<file path="src/rtl/dmaseq_pkg.sv">
package dmaseq_pkg;
  typedef enum logic [2:0] {S_IDLE, S_CTRL, S_SRC, S_LEN, S_POLL} seq_state_t;
  localparam logic [7:0] CTRL_OFS = 8'h00;
  localparam logic [7:0] STAT_OFS = 8'h04;
  localparam logic [7:0] SRC_OFS  = 8'h18;
  localparam logic [7:0] LEN_OFS  = 8'h28;
  localparam int RUN_BIT  = 0;
  localparam int IDLE_BIT = 1;
  localparam logic [1:0] RESP_OKAY = 2'b00;
endpackage

</file>
<file path="src/rtl/dmaseq_len_chk.sv">
module dmaseq_len_chk #(
  parameter int LEN_W    = 32,
  parameter int LEN_BITS = 26
) (
  input  logic [LEN_W-1:0] len,
  output logic             ok
);
  generate
    if (LEN_BITS >= LEN_W) begin : g_full
      assign ok = |len;
    end else begin : g_trunc
      assign ok = (|len) && !(|len[LEN_W-1:LEN_BITS]);
    end
  endgenerate
endmodule

</file>
<file path="src/rtl/dmaseq_axil_wr.sv">
module dmaseq_axil_wr
  import dmaseq_pkg::*;
#(
  parameter int ADDR_W = 32,
  parameter int DATA_W = 32,
  localparam int STRB_W = DATA_W / 8
) (
  input  logic              clk,
  input  logic              rst,
  input  logic              go,
  input  logic [ADDR_W-1:0] addr_in,
  input  logic [DATA_W-1:0] data_in,
  output logic              awvalid,
  input  logic              awready,
  output logic [ADDR_W-1:0] awaddr,
  output logic              wvalid,
  input  logic              wready,
  output logic [DATA_W-1:0] wdata,
  output logic [STRB_W-1:0] wstrb,
  input  logic              bvalid,
  output logic              bready,
  input  logic [1:0]        bresp,
  output logic              fin,
  output logic              fail
);
  logic act;

  always_ff @(posedge clk) begin
    if (rst) begin
      awvalid <= 1'b0;
      wvalid  <= 1'b0;
      bready  <= 1'b0;
      awaddr  <= '0;
      wdata   <= '0;
      wstrb   <= '0;
      act     <= 1'b0;
      fin     <= 1'b0;
      fail    <= 1'b0;
    end else begin
      fin <= 1'b0;
      if (go) begin
        act     <= 1'b1;
        awvalid <= 1'b1;
        wvalid  <= 1'b1;
        awaddr  <= addr_in;
        wdata   <= data_in;
        wstrb   <= '1;
      end else begin
        if (awvalid && awready) awvalid <= 1'b0;
        if (wvalid && wready)   wvalid  <= 1'b0;
        if (act && !bready && (!awvalid || awready) && (!wvalid || wready))
          bready <= 1'b1;
        if (bready && bvalid) begin
          bready <= 1'b0;
          act    <= 1'b0;
          fin    <= 1'b1;
          fail   <= (bresp != RESP_OKAY);
        end
      end
    end
  end


  resp_wait_quiet_chk: assert property (@(posedge clk) disable iff (rst)
    bready |-> (!awvalid && !wvalid));

  aw_hold_chk: assert property (@(posedge clk) disable iff (rst)
    (awvalid && !awready) |=> (awvalid && $stable(awaddr)));

  w_hold_chk: assert property (@(posedge clk) disable iff (rst)
    (wvalid && !wready) |=> (wvalid && $stable(wdata)));
endmodule

</file>
<file path="src/rtl/dmaseq_axil_rd.sv">
module dmaseq_axil_rd
  import dmaseq_pkg::*;
#(
  parameter int ADDR_W = 32,
  parameter int DATA_W = 32
) (
  input  logic              clk,
  input  logic              rst,
  input  logic              go,
  input  logic [ADDR_W-1:0] addr_in,
  output logic              arvalid,
  input  logic              arready,
  output logic [ADDR_W-1:0] araddr,
  input  logic              rvalid,
  output logic              rready,
  input  logic [DATA_W-1:0] rdata,
  input  logic [1:0]        rresp,
  output logic              fin,
  output logic              fail,
  output logic [DATA_W-1:0] word
);
  always_ff @(posedge clk) begin
    if (rst) begin
      arvalid <= 1'b0;
      rready  <= 1'b0;
      araddr  <= '0;
      fin     <= 1'b0;
      fail    <= 1'b0;
      word    <= '0;
    end else begin
      fin <= 1'b0;
      if (go) begin
        arvalid <= 1'b1;
        araddr  <= addr_in;
      end else if (arvalid && arready) begin
        arvalid <= 1'b0;
        rready  <= 1'b1;
      end
      if (rready && rvalid) begin
        rready <= 1'b0;
        fin    <= 1'b1;
        fail   <= (rresp != RESP_OKAY);
        word   <= rdata;
      end
    end
  end


  ar_hold_chk: assert property (@(posedge clk) disable iff (rst)
    (arvalid && !arready) |=> (arvalid && $stable(araddr)));

  rd_single_chk: assert property (@(posedge clk) disable iff (rst)
    !(arvalid && rready));
endmodule

</file>
<file path="src/rtl/dma_launch_seq.sv">
module dma_launch_seq
  import dmaseq_pkg::*;
#(
  parameter int                ADDR_W    = 32,
  parameter int                DATA_W    = 32,
  parameter int                LEN_W     = 32,
  parameter int                LEN_BITS  = 26,
  parameter logic [ADDR_W-1:0] BASE_ADDR = '0,
  parameter bit                POLL_EN   = 1'b1,
  localparam int               STRB_W    = DATA_W / 8
) (
  input  logic              clk,
  input  logic              rst,
  input  logic              start,
  input  logic [ADDR_W-1:0] src_addr,
  input  logic [LEN_W-1:0]  byte_len,
  output logic              busy,
  output logic              done,
  output logic              err,
  output logic              awvalid,
  input  logic              awready,
  output logic [ADDR_W-1:0] awaddr,
  output logic              wvalid,
  input  logic              wready,
  output logic [DATA_W-1:0] wdata,
  output logic [STRB_W-1:0] wstrb,
  input  logic              bvalid,
  output logic              bready,
  input  logic [1:0]        bresp,
  output logic              arvalid,
  input  logic              arready,
  output logic [ADDR_W-1:0] araddr,
  input  logic              rvalid,
  output logic              rready,
  input  logic [DATA_W-1:0] rdata,
  input  logic [1:0]        rresp
);
  localparam logic [DATA_W-1:0] IDLE_MASK = DATA_W'(1) << IDLE_BIT;
  localparam logic [DATA_W-1:0] RUN_WORD  = DATA_W'(1) << RUN_BIT;

  seq_state_t        state;
  logic              len_ok;
  logic              wr_go, wr_fin, wr_fail;
  logic              rd_go, rd_fin, rd_fail;
  logic [ADDR_W-1:0] wr_addr;
  logic [DATA_W-1:0] wr_data;
  logic [DATA_W-1:0] rd_word;
  logic [ADDR_W-1:0] src_q;
  logic [LEN_W-1:0]  len_q;

  dmaseq_len_chk #(.LEN_W(LEN_W), .LEN_BITS(LEN_BITS)) u_len_chk (
    .len (byte_len),
    .ok  (len_ok)
  );

  dmaseq_axil_wr #(.ADDR_W(ADDR_W), .DATA_W(DATA_W)) u_wr (
    .clk(clk), .rst(rst), .go(wr_go), .addr_in(wr_addr), .data_in(wr_data),
    .awvalid(awvalid), .awready(awready), .awaddr(awaddr),
    .wvalid(wvalid), .wready(wready), .wdata(wdata), .wstrb(wstrb),
    .bvalid(bvalid), .bready(bready), .bresp(bresp),
    .fin(wr_fin), .fail(wr_fail)
  );

  dmaseq_axil_rd #(.ADDR_W(ADDR_W), .DATA_W(DATA_W)) u_rd (
    .clk(clk), .rst(rst), .go(rd_go), .addr_in(BASE_ADDR + ADDR_W'(STAT_OFS)),
    .arvalid(arvalid), .arready(arready), .araddr(araddr),
    .rvalid(rvalid), .rready(rready), .rdata(rdata), .rresp(rresp),
    .fin(rd_fin), .fail(rd_fail), .word(rd_word)
  );

  always_ff @(posedge clk) begin
    if (rst) begin
      state   <= S_IDLE;
      busy    <= 1'b0;
      done    <= 1'b0;
      err     <= 1'b0;
      wr_go   <= 1'b0;
      rd_go   <= 1'b0;
      wr_addr <= '0;
      wr_data <= '0;
      src_q   <= '0;
      len_q   <= '0;
    end else begin
      done  <= 1'b0;
      err   <= 1'b0;
      wr_go <= 1'b0;
      rd_go <= 1'b0;
      case (state)
        S_IDLE: if (start) begin
          if (len_ok) begin
            src_q   <= src_addr;
            len_q   <= byte_len;
            busy    <= 1'b1;
            state   <= S_CTRL;
            wr_go   <= 1'b1;
            wr_addr <= BASE_ADDR + ADDR_W'(CTRL_OFS);
            wr_data <= RUN_WORD;
          end else begin
            err <= 1'b1;
          end
        end
        S_CTRL: if (wr_fin) begin
          if (wr_fail) begin
            state <= S_IDLE; busy <= 1'b0; err <= 1'b1;
          end else begin
            state   <= S_SRC;
            wr_go   <= 1'b1;
            wr_addr <= BASE_ADDR + ADDR_W'(SRC_OFS);
            wr_data <= DATA_W'(src_q);
          end
        end
        S_SRC: if (wr_fin) begin
          if (wr_fail) begin
            state <= S_IDLE; busy <= 1'b0; err <= 1'b1;
          end else begin
            state   <= S_LEN;
            wr_go   <= 1'b1;
            wr_addr <= BASE_ADDR + ADDR_W'(LEN_OFS);
            wr_data <= DATA_W'(len_q);
          end
        end
        S_LEN: if (wr_fin) begin
          if (wr_fail) begin
            state <= S_IDLE; busy <= 1'b0; err <= 1'b1;
          end else if (POLL_EN) begin
            state <= S_POLL;
            rd_go <= 1'b1;
          end else begin
            state <= S_IDLE; busy <= 1'b0; done <= 1'b1;
          end
        end
        S_POLL: if (rd_fin) begin
          if (rd_fail) begin
            state <= S_IDLE; busy <= 1'b0; err <= 1'b1;
          end else if (|(rd_word & IDLE_MASK)) begin
            state <= S_IDLE; busy <= 1'b0; done <= 1'b1;
          end else begin
            rd_go <= 1'b1;
          end
        end
        default: begin
          state <= S_IDLE;
          busy  <= 1'b0;
        end
      endcase
    end
  end


  no_rw_overlap_chk: assert property (@(posedge clk) disable iff (rst)
    !(awvalid && arvalid));

  done_single_chk: assert property (@(posedge clk) disable iff (rst)
    done |=> !done);

  done_err_excl_chk: assert property (@(posedge clk) disable iff (rst)
    !(done && err));

  busy_start_ignored_chk: assert property (@(posedge clk) disable iff (rst)
    (start && busy) |=> ($stable(src_q) && $stable(len_q)));

  zero_len_reject_chk: assert property (@(posedge clk) disable iff (rst)
    (start && !busy && byte_len == '0) |=> (err && !busy));

  bad_bresp_abort_chk: assert property (@(posedge clk) disable iff (rst)
    (bvalid && bready && bresp != RESP_OKAY) |-> ##2 (err && !busy));
endmodule

</file>
<file path="config.mk">
export PLATFORM = sky130hd
export DESIGN_NAME = dma_launch_seq
export DESIGN_NICKNAME = d
export VERILOG_FILES = /design/src/rtl/dmaseq_pkg.sv /design/src/rtl/dmaseq_len_chk.sv /design/src/rtl/dmaseq_axil_wr.sv /design/src/rtl/dmaseq_axil_rd.sv /design/src/rtl/dma_launch_seq.sv
export SDC_FILE = /design/constraint.sdc
export NUM_CORES = 1
export LEC_CHECK = 0
export ABC_AREA = 1
export BUFFER_PORTS_ARGS = -buffer_cell sky130_fd_sc_hd__buf_2
export CORE_UTILIZATION = 40
export DETAILED_ROUTE_END_ITERATION = 8
export PLACE_DENSITY_LB_ADDON = 0.15
export SETUP_SLACK_MARGIN = 0.4
export SLEW_MARGIN = 40
export SYNTH_ARGS = -nofsm -noshare
export SYNTH_HDL_FRONTEND = slang
export SYNTH_SLANG_ARGS = --single-unit
export TNS_END_PERCENT = 1
</file>
<file path="constraint.sdc">
create_clock -name clk -period 1.85 [get_ports clk]
set_clock_uncertainty 0.15 [all_clocks]
set_input_delay 0.185 -clock clk [delete_from_list [all_inputs] [get_ports clk]]
set_output_delay 0.185 -clock clk [all_outputs]
set_load 0.1 [all_outputs]
</file>
* Word-level counts from Yosys, hierarchy flattened *
Cells that the tools add are included.

operators by class
  magnitude comparators = 0
  add/subtract/negate cells = 0
  divide/modulo/power cells = 0
  multiply operators = 0
  muxes and demuxes = 63
  eq/ne operators = 15
  bitwise operators = 4
  reduce and logical (&&, ||, !) cells = 38
  shift operators = 0

operator list
  kind                                                 count
  2-to-1 mux 32 bit                                    12
  one-hot mux 32 bit (3 select lines)                  2
  2-to-1 mux 1 bit                                     33
  OR reduction 32 bit                                  1
  2-to-1 mux 3 bit                                     9
  one-hot mux 3 bit (5 select lines)                   1
  AND reduction 7 bit                                  2
  nonzero test 2 bit                                   7
  != test 2 x 1 -> 1 bit, second input constant        6
  logical AND 1 bit                                    9
  != test 2 bit, second input constant                 4
  equality test 3 x 2 -> 1 bit, second input constant  2
  one-hot mux 1 bit (3 select lines)                   2
  AND reduction 2 bit                                  3
  AND reduction 6 bit                                  1
  OR reduction 2 bit                                   3
  OR reduction 6 bit                                   1
  zero test 1 bit                                      4
  2-to-1 mux 2 bit                                     2
  NOT 1 bit                                            4
  one-hot mux 1 bit (2 select lines)                   2
  OR reduction 4 bit                                   1
  equality test 3 x 1 -> 1 bit, second input constant  1
  equality test 3 bit, second input constant           1
  other kinds (6)                                      7

word-level totals
  memories kept = 0
  bits in latches = 0
  register bits = 214
  bits in read-only memories = 0
  output and inout port bits = 108
  bits of input ports = 108
  logic and storage cells = 145
  bits in writable memories = 0

* Depth between registers and ports, before layout *
Gate-level depths: netlist of run 1.

  depth in word-level cells = 6
  depth in mapped cells = 13

* Cells and area by module *
From an unflattened synthesis of run 1, not the netlist that was laid out.

second synthesis, totals
  cells, all modules = 1241
  area total of the unflattened synthesis = 9410.3 µm²

by module, submodules not included
  module          cells each  area each (µm²)  instances
  dma_launch_seq  605         4370.4           1
  dmaseq_axil_wr  309         2483.6           1
  dmaseq_axil_rd  294         2428.6           1
  dmaseq_len_chk  33          127.6            1

* Least setup slack after synthesis of run 1 *
No wires, ideal clock.

  kind = register -> output
  start = register, netlist name u_wr.wstrb[0]
  end = output wstrb[1]
  arrival = 1.410 ns
  cell stages (with the launch flop) = 2
  slack = 0.105 ns
  data required time = 1.515 ns
  cell sequence = dfxtp_1 > buf_4

RTL lines
  item              line                  RTL
  end: declaration  dma_launch_seq.sv:26  output logic [STRB_W-1:0] wstrb,

No word-level cell between the ends.

* Final worst setup path of run 1 *
  start = register state[1]
  end = register src_q[25]

on the way
  longest elaborated chain between the ends = 2

ends and longest elaborated chain
  item                                  line                   RTL
  start: declaration                    dma_launch_seq.sv:41   seq_state_t state;
  start signal: assignment              dma_launch_seq.sv:73   state <= S_IDLE;
  start signal: assignment              dma_launch_seq.sv:94   state <= S_CTRL;
  start signal: assignment              dma_launch_seq.sv:104  state <= S_IDLE; busy <= 1'b0; err <= 1'b1;
  zero test 3 bit                       dma_launch_seq.sv:88   case (state)
  AND reduction 3 bit (no source line)  -
  end signal: assignment                dma_launch_seq.sv:91   src_q <= src_addr;
  end: declaration                      dma_launch_seq.sv:48   logic [ADDR_W-1:0] src_q;

No other way between the ends.
A chain may end at the register's enable or synchronous reset.

==> results of run 1 <==
[worst max-delay path: stages (launching register included)]
cell and delay, ps:
dfxtp_4 360, nor2_4 120, inv_2 60, nor2_4 110, inv_2 60, nor2_4 130, nand3_4 110, buf_12 180
clkbuf_16 160, o21ai_1 140, a21oi_1 60
[power groups by stage]
stage,combinational (µW),clock (µW),sequential [µW]
after floorplan,1270,0,4340
after CTS,2260,3490,3670
after detailed placement,2120,0,3740
final,2300,3420,3670
after global placement,2110,0,3740
after global routing,2470,3630,3700
[worst max path at each step]
stage / to / cells past startpoint / slack, ps / from
2_1_floorplan: u_wr.fail / 4 / 230 / u_wr.bready
3_3_place_gp: wr_data[8] / 12 / -50 / byte_len[15]
3_5_place_dp: wr_data[11] / 12 / -80 / byte_len[15]
4_1_cts: len_q[28] / 11 / 140 / state[0]
5_1_grt: src_q[25] / 10 / 40 / state[1]
6_report: src_q[25] / 10 / 110 / state[1]
[metal layers]
metal	GRT usage, %	part of all wire [%]
met5	0	0
met4	9.07	1.9
met3	4.05	5.2
met2	27.4	41
met1	28.8	52
[timing repair]
action / CTS / global route
gates resized for setup: 26 / 53
endpoints found under the hold margin: 77 / 0
pin swaps: 2 / 4
endpoints found under the setup margin: 150 / 157
setup buffers: 3 / 4
hold buffers: 73 / 0
gates cloned: 4 / 1
[stage by stage]
stage / setup TNS (ps) / instance area, µm² / std cells / setup WS, ps / utilization, %
floorplan: 0 / 6710 / 914 / 228 / -
global placement: -1360 / 7090 / 1162 / -46.7 / 44.6
detailed placement: -1790 / 7090 / 1162 / -81.4 / 44.6
CTS: 0 / 8570 / 1273 / 142 / 54.0
global route: 0 / 8710 / 1280 / 37.5 / 54.8
finish: 0 / 8710 / 1280 / 109 / 54.8
[cells in the final DEF, fill, tap and decap left out, types with 25 or more instances in the layout]
cell and instances:
nor2_1 171, dfxtp_1 151, buf_2 124, inv_1 106, o21ai_0 77, dlygate4sd3_1 73, a21oi_1 67, conb_1 60
o21ai_1 54, nand2_1 40, o22ai_1 25
[sequential cells by signal, summed over array words and instances (netlist names), 3 cells and up]
signal,cells
len_q,32
src_q,32
state,3
u_wr.awaddr,3
u_wr.wdata,32
wr_addr,3
wr_data,32
[layout make-up]
| cell class | count | share of cell area, % |
|---|---|---|
| Sequential cell | 155 | 35.7 |
| Clock buffer | 24 | 5.65 |
| Antenna cell | 2 | 0.0575 |
| Timing Repair Buffer | 228 | 20.7 |
| Multi-Input combinational cell | 537 | 28.9 |
| Tap cell | 216 | 3.10 |
| Inverter | 111 | 4.86 |
| Clock inverter | 7 | 1.02 |
[cells by family (layout without fill, tap and decap cells)]
kind of cell           count (synthesis)  after routing  share of synthesized area [%]
AO/OA/AOI/OAI                        239            239                           19.3
buffers and inverters                222            370                           18.1
flip-flops                           155            155                           47.8
other                                  1             62                         0.0578
AND/OR/NAND/NOR                      238            238                           14.8
==> Flow_metrics.wiki, run 1 <==
{| class="wikitable"
! Metric !! Value
|-
| Run status || finished, final reports clean
|-
| Number of setup violations in the final report || 0
|-
| Final period utilization || 94.1%
|-
| Maximum number of pins on one net before global-route repair || 59
|-
| Vias in the first global route || 5,103
|-
| Yosys reg bits || 155
|-
| Int Power || 6200 µW
|-
| Combined area of the multi-input logic cells || 0.00251 mm²
|-
| Fraction of synthesized cell area taken by the top area cell type || 47.8%
|-
| Top Ports || 216
|-
| Arrival time reported for the critical path endpoint || 1900 ps
|-
| Maximum fanout encountered on the critical timing path || 7
|-
| Sum of routed wire length over all layers || 15.8 mm
|-
| Required time worst endpoint || 2010 ps
|-
| Switching share of power || 34.0%
|-
| Number of cells on the worst reg-to-reg path || 10
|-
| Gate Count Post-Synth || 855
|-
| First-pass GRT wire length || 25.3 mm
|-
| Maximum number of buffers from clock root to sink || 2
|-
| FF+latch area || 0.00311 mm²
|-
| Die height || 129 µm
|-
| Initial Util || 40.8%
|-
| Mean instance size in the synthesized netlist || 7.59 µm²
|-
| Average wire per cell in the routed design || 12.4 µm
|-
| Startpoint kind of the worst setup timing path || flip-flop
|-
| Most frequently used flop master after synthesis || dfxtp_1
|-
| Share of synthesized area occupied by flip-flops and latches || 47.8%
|-
| Critical path type || flip-flop to flip-flop
|-
| Remaining antenna violation count after routing || 0
|-
| Share of cells above drive strength 1 || 20.2%
|-
| Number of enable-type register cells in the synthesized netlist || 0
|-
| Core region area || 0.0159 mm²
|-
| Number of max-cap violations || 0
|-
| Area growth from synthesis to layout || 34.2%
|-
| Count of routing violations after the opening detailed-route iteration || 385
|-
| Leakage power of the design || 0.00393 µW
|-
| Sum of internal, switching and leakage power || 9390 µW
|-
| Total clock sinks || 155
|-
| Flop pwr share || 39.1%
|-
| Register clock-pin slew on the reported worst setup and hold paths || 60 ps
|-
| Clock tree from TritonCTS || built
|-
| FILL cells || 1,569
|-
| Endpoint of the most critical register-to-register path || src_q[25]
|-
| Worst Hold Path Cells || 5
|-
| Cell type with the largest total area after synthesis || dfxtp_1
|-
| Hold_sp || rst
|-
| Final worst path period need || 1740 ps
|-
| TritonCTS buffer count || 17
|-
| Floorplan die area || 0.0167 mm²
|-
| Fraction of power consumed by combinational cells || 24.5%
|-
| Placer's final routability congestion estimate || 0.804
|-
| Fraction of registers with async set/reset || 0%
|-
| Half-perimeter wire length after detailed placement || 10.2 mm
|-
| Count of port buffers added during placement || 124
|-
| Router iterations before antenna repair || 5
|-
| Nets || 1,158
|-
| Clock power share || 36.4%
|-
| Row count || 46
|-
| Maximum ir drop on the vdd rail || 0.730 mV
|-
| Most frequent cell after synthesis || nor2_1
|-
| Yosys synthesis warning count || 0
|-
| Hold Worst Slack || 84.1 ps
|-
| Reg2Reg Setup Slack || 110 ps
|-
| Biggest area contributors in the synthesized netlist || dfxtp_1 (48%), nor2_1 (9.9%), o21ai_0 (9.8%), buf_4 (7.4%), inv_1 (6.2%)
|-
| Endpoints failing hold || 0
|-
| Antenna violations before repair || 2
|-
| Number of vias after detailed routing || 5,745
|-
| Insertion delay to the later sink of the worst-skew pair || 430 ps
|-
| Reg-to-reg critical path startpoint || state[1]
|-
| DIE WIDTH || 129 µm
|-
| Upper clock frequency limit || 574 MHz
|-
| Most frequent cells after synthesis || nor2_1 (171), dfxtp_1 (155), o21ai_0 (127), inv_1 (107), a21oi_1 (67)
|-
| Switch Pwr || 3200 µW
|-
| Final slew viol count || 0
|-
| Total standard cell area after synthesis || 0.00649 mm²
|-
| Total gr overflow || 0
|-
| DRC violations left || 0
|-
| Power density over the cells || 1080 mW/mm²
|-
| Number of distinct standard cells referenced by the synthesized netlist || 28
|-
| WHS Endpoint || u_wr.fail
|-
| H-tree lvl count || 4
|-
| GRT Total Usage || 19.7%
|-
| Endpoint kind of the worst setup timing path || flip-flop
|-
| Via density || 4.49
|-
| RSZ-0062 raised after global routing || true
|-
| Buffer type at the clock tree root || clkbuf_16
|-
| Type of the worst min-delay path || primary input to flip-flop
|}
Note: power is estimated with default switching activity, not from simulation.
==> run 2: changes to the inputs <==
--- a/config.mk
+++ b/config.mk
@@ -7,7 +7,9 @@
 export LEC_CHECK = 0
 export ABC_AREA = 1
 export BUFFER_PORTS_ARGS = -buffer_cell sky130_fd_sc_hd__buf_2
-export CORE_UTILIZATION = 40
+export CELL_PAD_IN_SITES_DETAIL_PLACEMENT = 1
+export CELL_PAD_IN_SITES_GLOBAL_PLACEMENT = 1
+export CORE_UTILIZATION = 36
 export DETAILED_ROUTE_END_ITERATION = 8
 export PLACE_DENSITY_LB_ADDON = 0.15
 export SETUP_SLACK_MARGIN = 0.4
==> constraint.sdc (replaced) <==
create_clock -name clk -period 1.9 [get_ports clk]
set_clock_uncertainty 0.15 [all_clocks]
set_input_delay 0.19 -clock clk [delete_from_list [all_inputs] [get_ports clk]]
set_output_delay 0.19 -clock clk [all_outputs]
set_load 0.1 [all_outputs]
==> run 2 against run 1 <==
Net effect: clock power is 5% higher; sequential cell count stayed put; non-clock buffer count grew 8; power increased by 0.92%; critical path type unchanged; wire length up 23%; critical path depth is the same.
==> Flow_metrics.wiki, run 2 (same netlist as run 1, synthesis figures left out) <==
{| class="wikitable"
! Metric !! Value
|-
| Run status || finished, final reports clean
|-
| H-tree lvl count || 4
|-
| Via density || 4.66
|-
| Nets || 1,166
|-
| CP bufs+invs || 4
|-
| Sum of routed wire length over all layers || 19.5 mm
|-
| Upper clock frequency limit || 560 MHz
|-
| Worst setup path endpoint || len_q[1]
|-
| Maximum fanout encountered on the critical timing path || 8
|-
| Total gr overflow || 0
|-
| Half-perimeter wire length after detailed placement || 11.9 mm
|-
| Switch Pwr || 3280 µW
|-
| Share of cells above drive strength 1 || 25.2%
|-
| Number of cells on the worst reg-to-reg path || 10
|-
| Fraction of power consumed by combinational cells || 24.5%
|-
| Core region area || 0.0175 mm²
|-
| Top Ports || 216
|-
| Average wire per cell in the routed design || 15.1 µm
|-
| Endpoint of the most critical register-to-register path || len_q[1]
|-
| Maximum ir drop on the vdd rail || 0.701 mV
|-
| Vias in the first global route || 5,891
|-
| Maximum number of buffers from clock root to sink || 2
|-
| Hold Worst Slack || 244 ps
|-
| Maximum number of pins on one net before global-route repair || 39
|-
| Launch point of the critical path || state[1]
|-
| TritonCTS buffer count || 17
|-
| Final worst path period need || 1790 ps
|-
| DRC violations left || 0
|-
| Critical path type || flip-flop to flip-flop
|-
| Ordered list of cells on the worst path || nor2_4 > inv_4 > nor2_4 > inv_2 > nor2_4 > nand3_4 > buf_12 > buf_12 > o21ai_1 > a21oi_1
|-
| Final period utilization || 94.0%
|-
| Register clock-pin slew on the reported worst setup and hold paths || 60 ps
|-
| Final Core Density || 51.7%
|-
| Type of the worst min-delay path || primary input to flip-flop
|-
| Endpoints failing hold || 0
|-
| Sum of internal, switching and leakage power || 9480 µW
|-
| Startpoint kind of the worst setup timing path || flip-flop
|-
| Placer's final routability congestion estimate || 0.788
|-
| Number of setup violations in the final report || 0
|-
| Antenna violations before repair || 0
|-
| Reg2Reg Setup Slack || 110 ps
|-
| Die height || 136 µm
|-
| Reg-to-reg critical path startpoint || state[1]
|-
| Remaining antenna violation count after routing || 0
|-
| Most common cell after layout, fill and taps aside || nor2_1
|-
| Critical Path Slowest Stage Cell || dfxtp_4
|-
| Non-filler cells in the finished layout || 1,296
|-
| Power density over the cells || 1050 mW/mm²
|-
| Placed instance count || 1,180
|-
| Insertion delay to the later sink of the worst-skew pair || 430 ps
|-
| Family with the most delay on the worst path || simple AND/OR/NAND/NOR gates
|-
| Commonest cells after routing, fill and taps aside || nor2_1 (168), dfxtp_1 (151), buf_2 (124)
|-
| Router iterations before antenna repair || 4
|-
| Critical path depth || 10
|-
| Total clock sinks || 155
|-
| Floorplan die area || 0.0186 mm²
|-
| Final slew viol count || 0
|-
| First-pass GRT wire length || 29.9 mm
|-
| Number of max-cap violations || 0
|-
| Leakage power of the design || 0.00401 µW
|-
| Row count || 48
|-
| Flop pwr share || 37.8%
|-
| Antenna diodes || 0
|-
| Count of port buffers added during placement || 124
|-
| Clock power share || 37.7%
|-
| Required time worst endpoint || 2060 ps
|-
| Count of routing violations after the opening detailed-route iteration || 201
|-
| Switching share of power || 34.6%
|-
| Int Power || 6200 µW
|-
| FILL cells || 2,168
|-
| Arrival time reported for the critical path endpoint || 1950 ps
|-
| Slowest cell delay on critical path || 360 ps
|-
| TNS Setup || 0 ps
|-
| Initial Util || 37.1%
|-
| Buffer type at the clock tree root || clkbuf_16
|-
| Area growth from synthesis to layout || 39.2%
|-
| RSZ-0062 raised after global routing || true
|-
| Cell with the most instances on the worst path || nor2_4
|-
| DIE WIDTH || 136 µm
|-
| Number of vias after detailed routing || 6,035
|-
| Clock tree from TritonCTS || built
|-
| Endpoint kind of the worst setup timing path || flip-flop
|-
| GRT Total Usage || 21.0%
|}
run 2: cell types whose count changed in the layout (fill, tap and decap cells not counted), sizes merged:
cell | previous run | this run
buf | 152 | 163
bufbuf | 2 | 0
bufinv | 2 | 3
clkinvlp | 0 | 3
diode | 2 | 0
dlygate4sd3 | 73 | 69
run 2: per-layer routing:
metal,wire length [µm],vias to the layer above,track usage (%)
li1,-,3022,-
met1,9370,2811,28.5
met2,8890,165,32.9
met3,823,37,3.84
met4,439,0,8.27
met5,0,-,0
run 2: cell type report:
cell class / instances / area (µm²) / share of cell area [%]
repair buffers: 236 / 1900 / 21.0
well taps: 225 / 282 / 3.12
multi-input cells: 537 / 2690 / 29.8
clock inverters: 11 / 141 / 1.57
flip-flops and latches: 155 / 3110 / 34.5
inverters: 111 / 425 / 4.71
clock buffers: 21 / 480 / 5.32
run 2: worst min path at each step:
stage / slack (ps) / to / startpoint / cells past startpoint
detailed placement: 260 / u_rd.word[1] / rdata[1] / 3
global placement: 250 / u_rd.word[1] / rdata[1] / 3
global route: 260 / err / start / 6
finish: 240 / err / start / 6
floorplan: 120 / u_wr.fin / rst / 1
CTS: 190 / err / start / 6
run 2: power by group through the flow:
stage / Combinational, µW / Clock [µW] / Sequential, µW
after floorplan: 1230 / 0 / 4230
after global placement: 2090 / 0 / 3640
after detailed placement: 2100 / 0 / 3650
after CTS: 2270 / 3620 / 3580
after global routing: 2480 / 3760 / 3610
final: 2330 / 3580 / 3580
run 2: repair_timing:
| action | 4_1_cts | 5_1_grt |
|---|---|---|
| setup endpoints to repair | 151 | 155 |
| buffers inserted | 4 | 4 |
| cloned | 3 | 4 |
| endpoints found under the hold margin | 72 | 0 |
| hold buffers | 69 | 0 |
| gates resized for setup | 87 | 51 |
| pin swaps | 3 | 4 |
run 2: worst register-to-register path, stage by stage (launching register included):
cell     delay, ps
dfxtp_4        360
nor2_4         140
inv_4           50
nor2_4         110
inv_2           60
nor2_4         120
nand3_4        130
buf_12         180
buf_12         140
o21ai_1        150
a21oi_1         80
run 2: per-stage QoR:
stage	cell area, µm²	setup WS [ps]
after floorplan	6710	278
after global placement	7180	-21.8
after detailed placement	7180	-36.4
after CTS	8720	211
after global routing	9030	53.2
final	9030	115
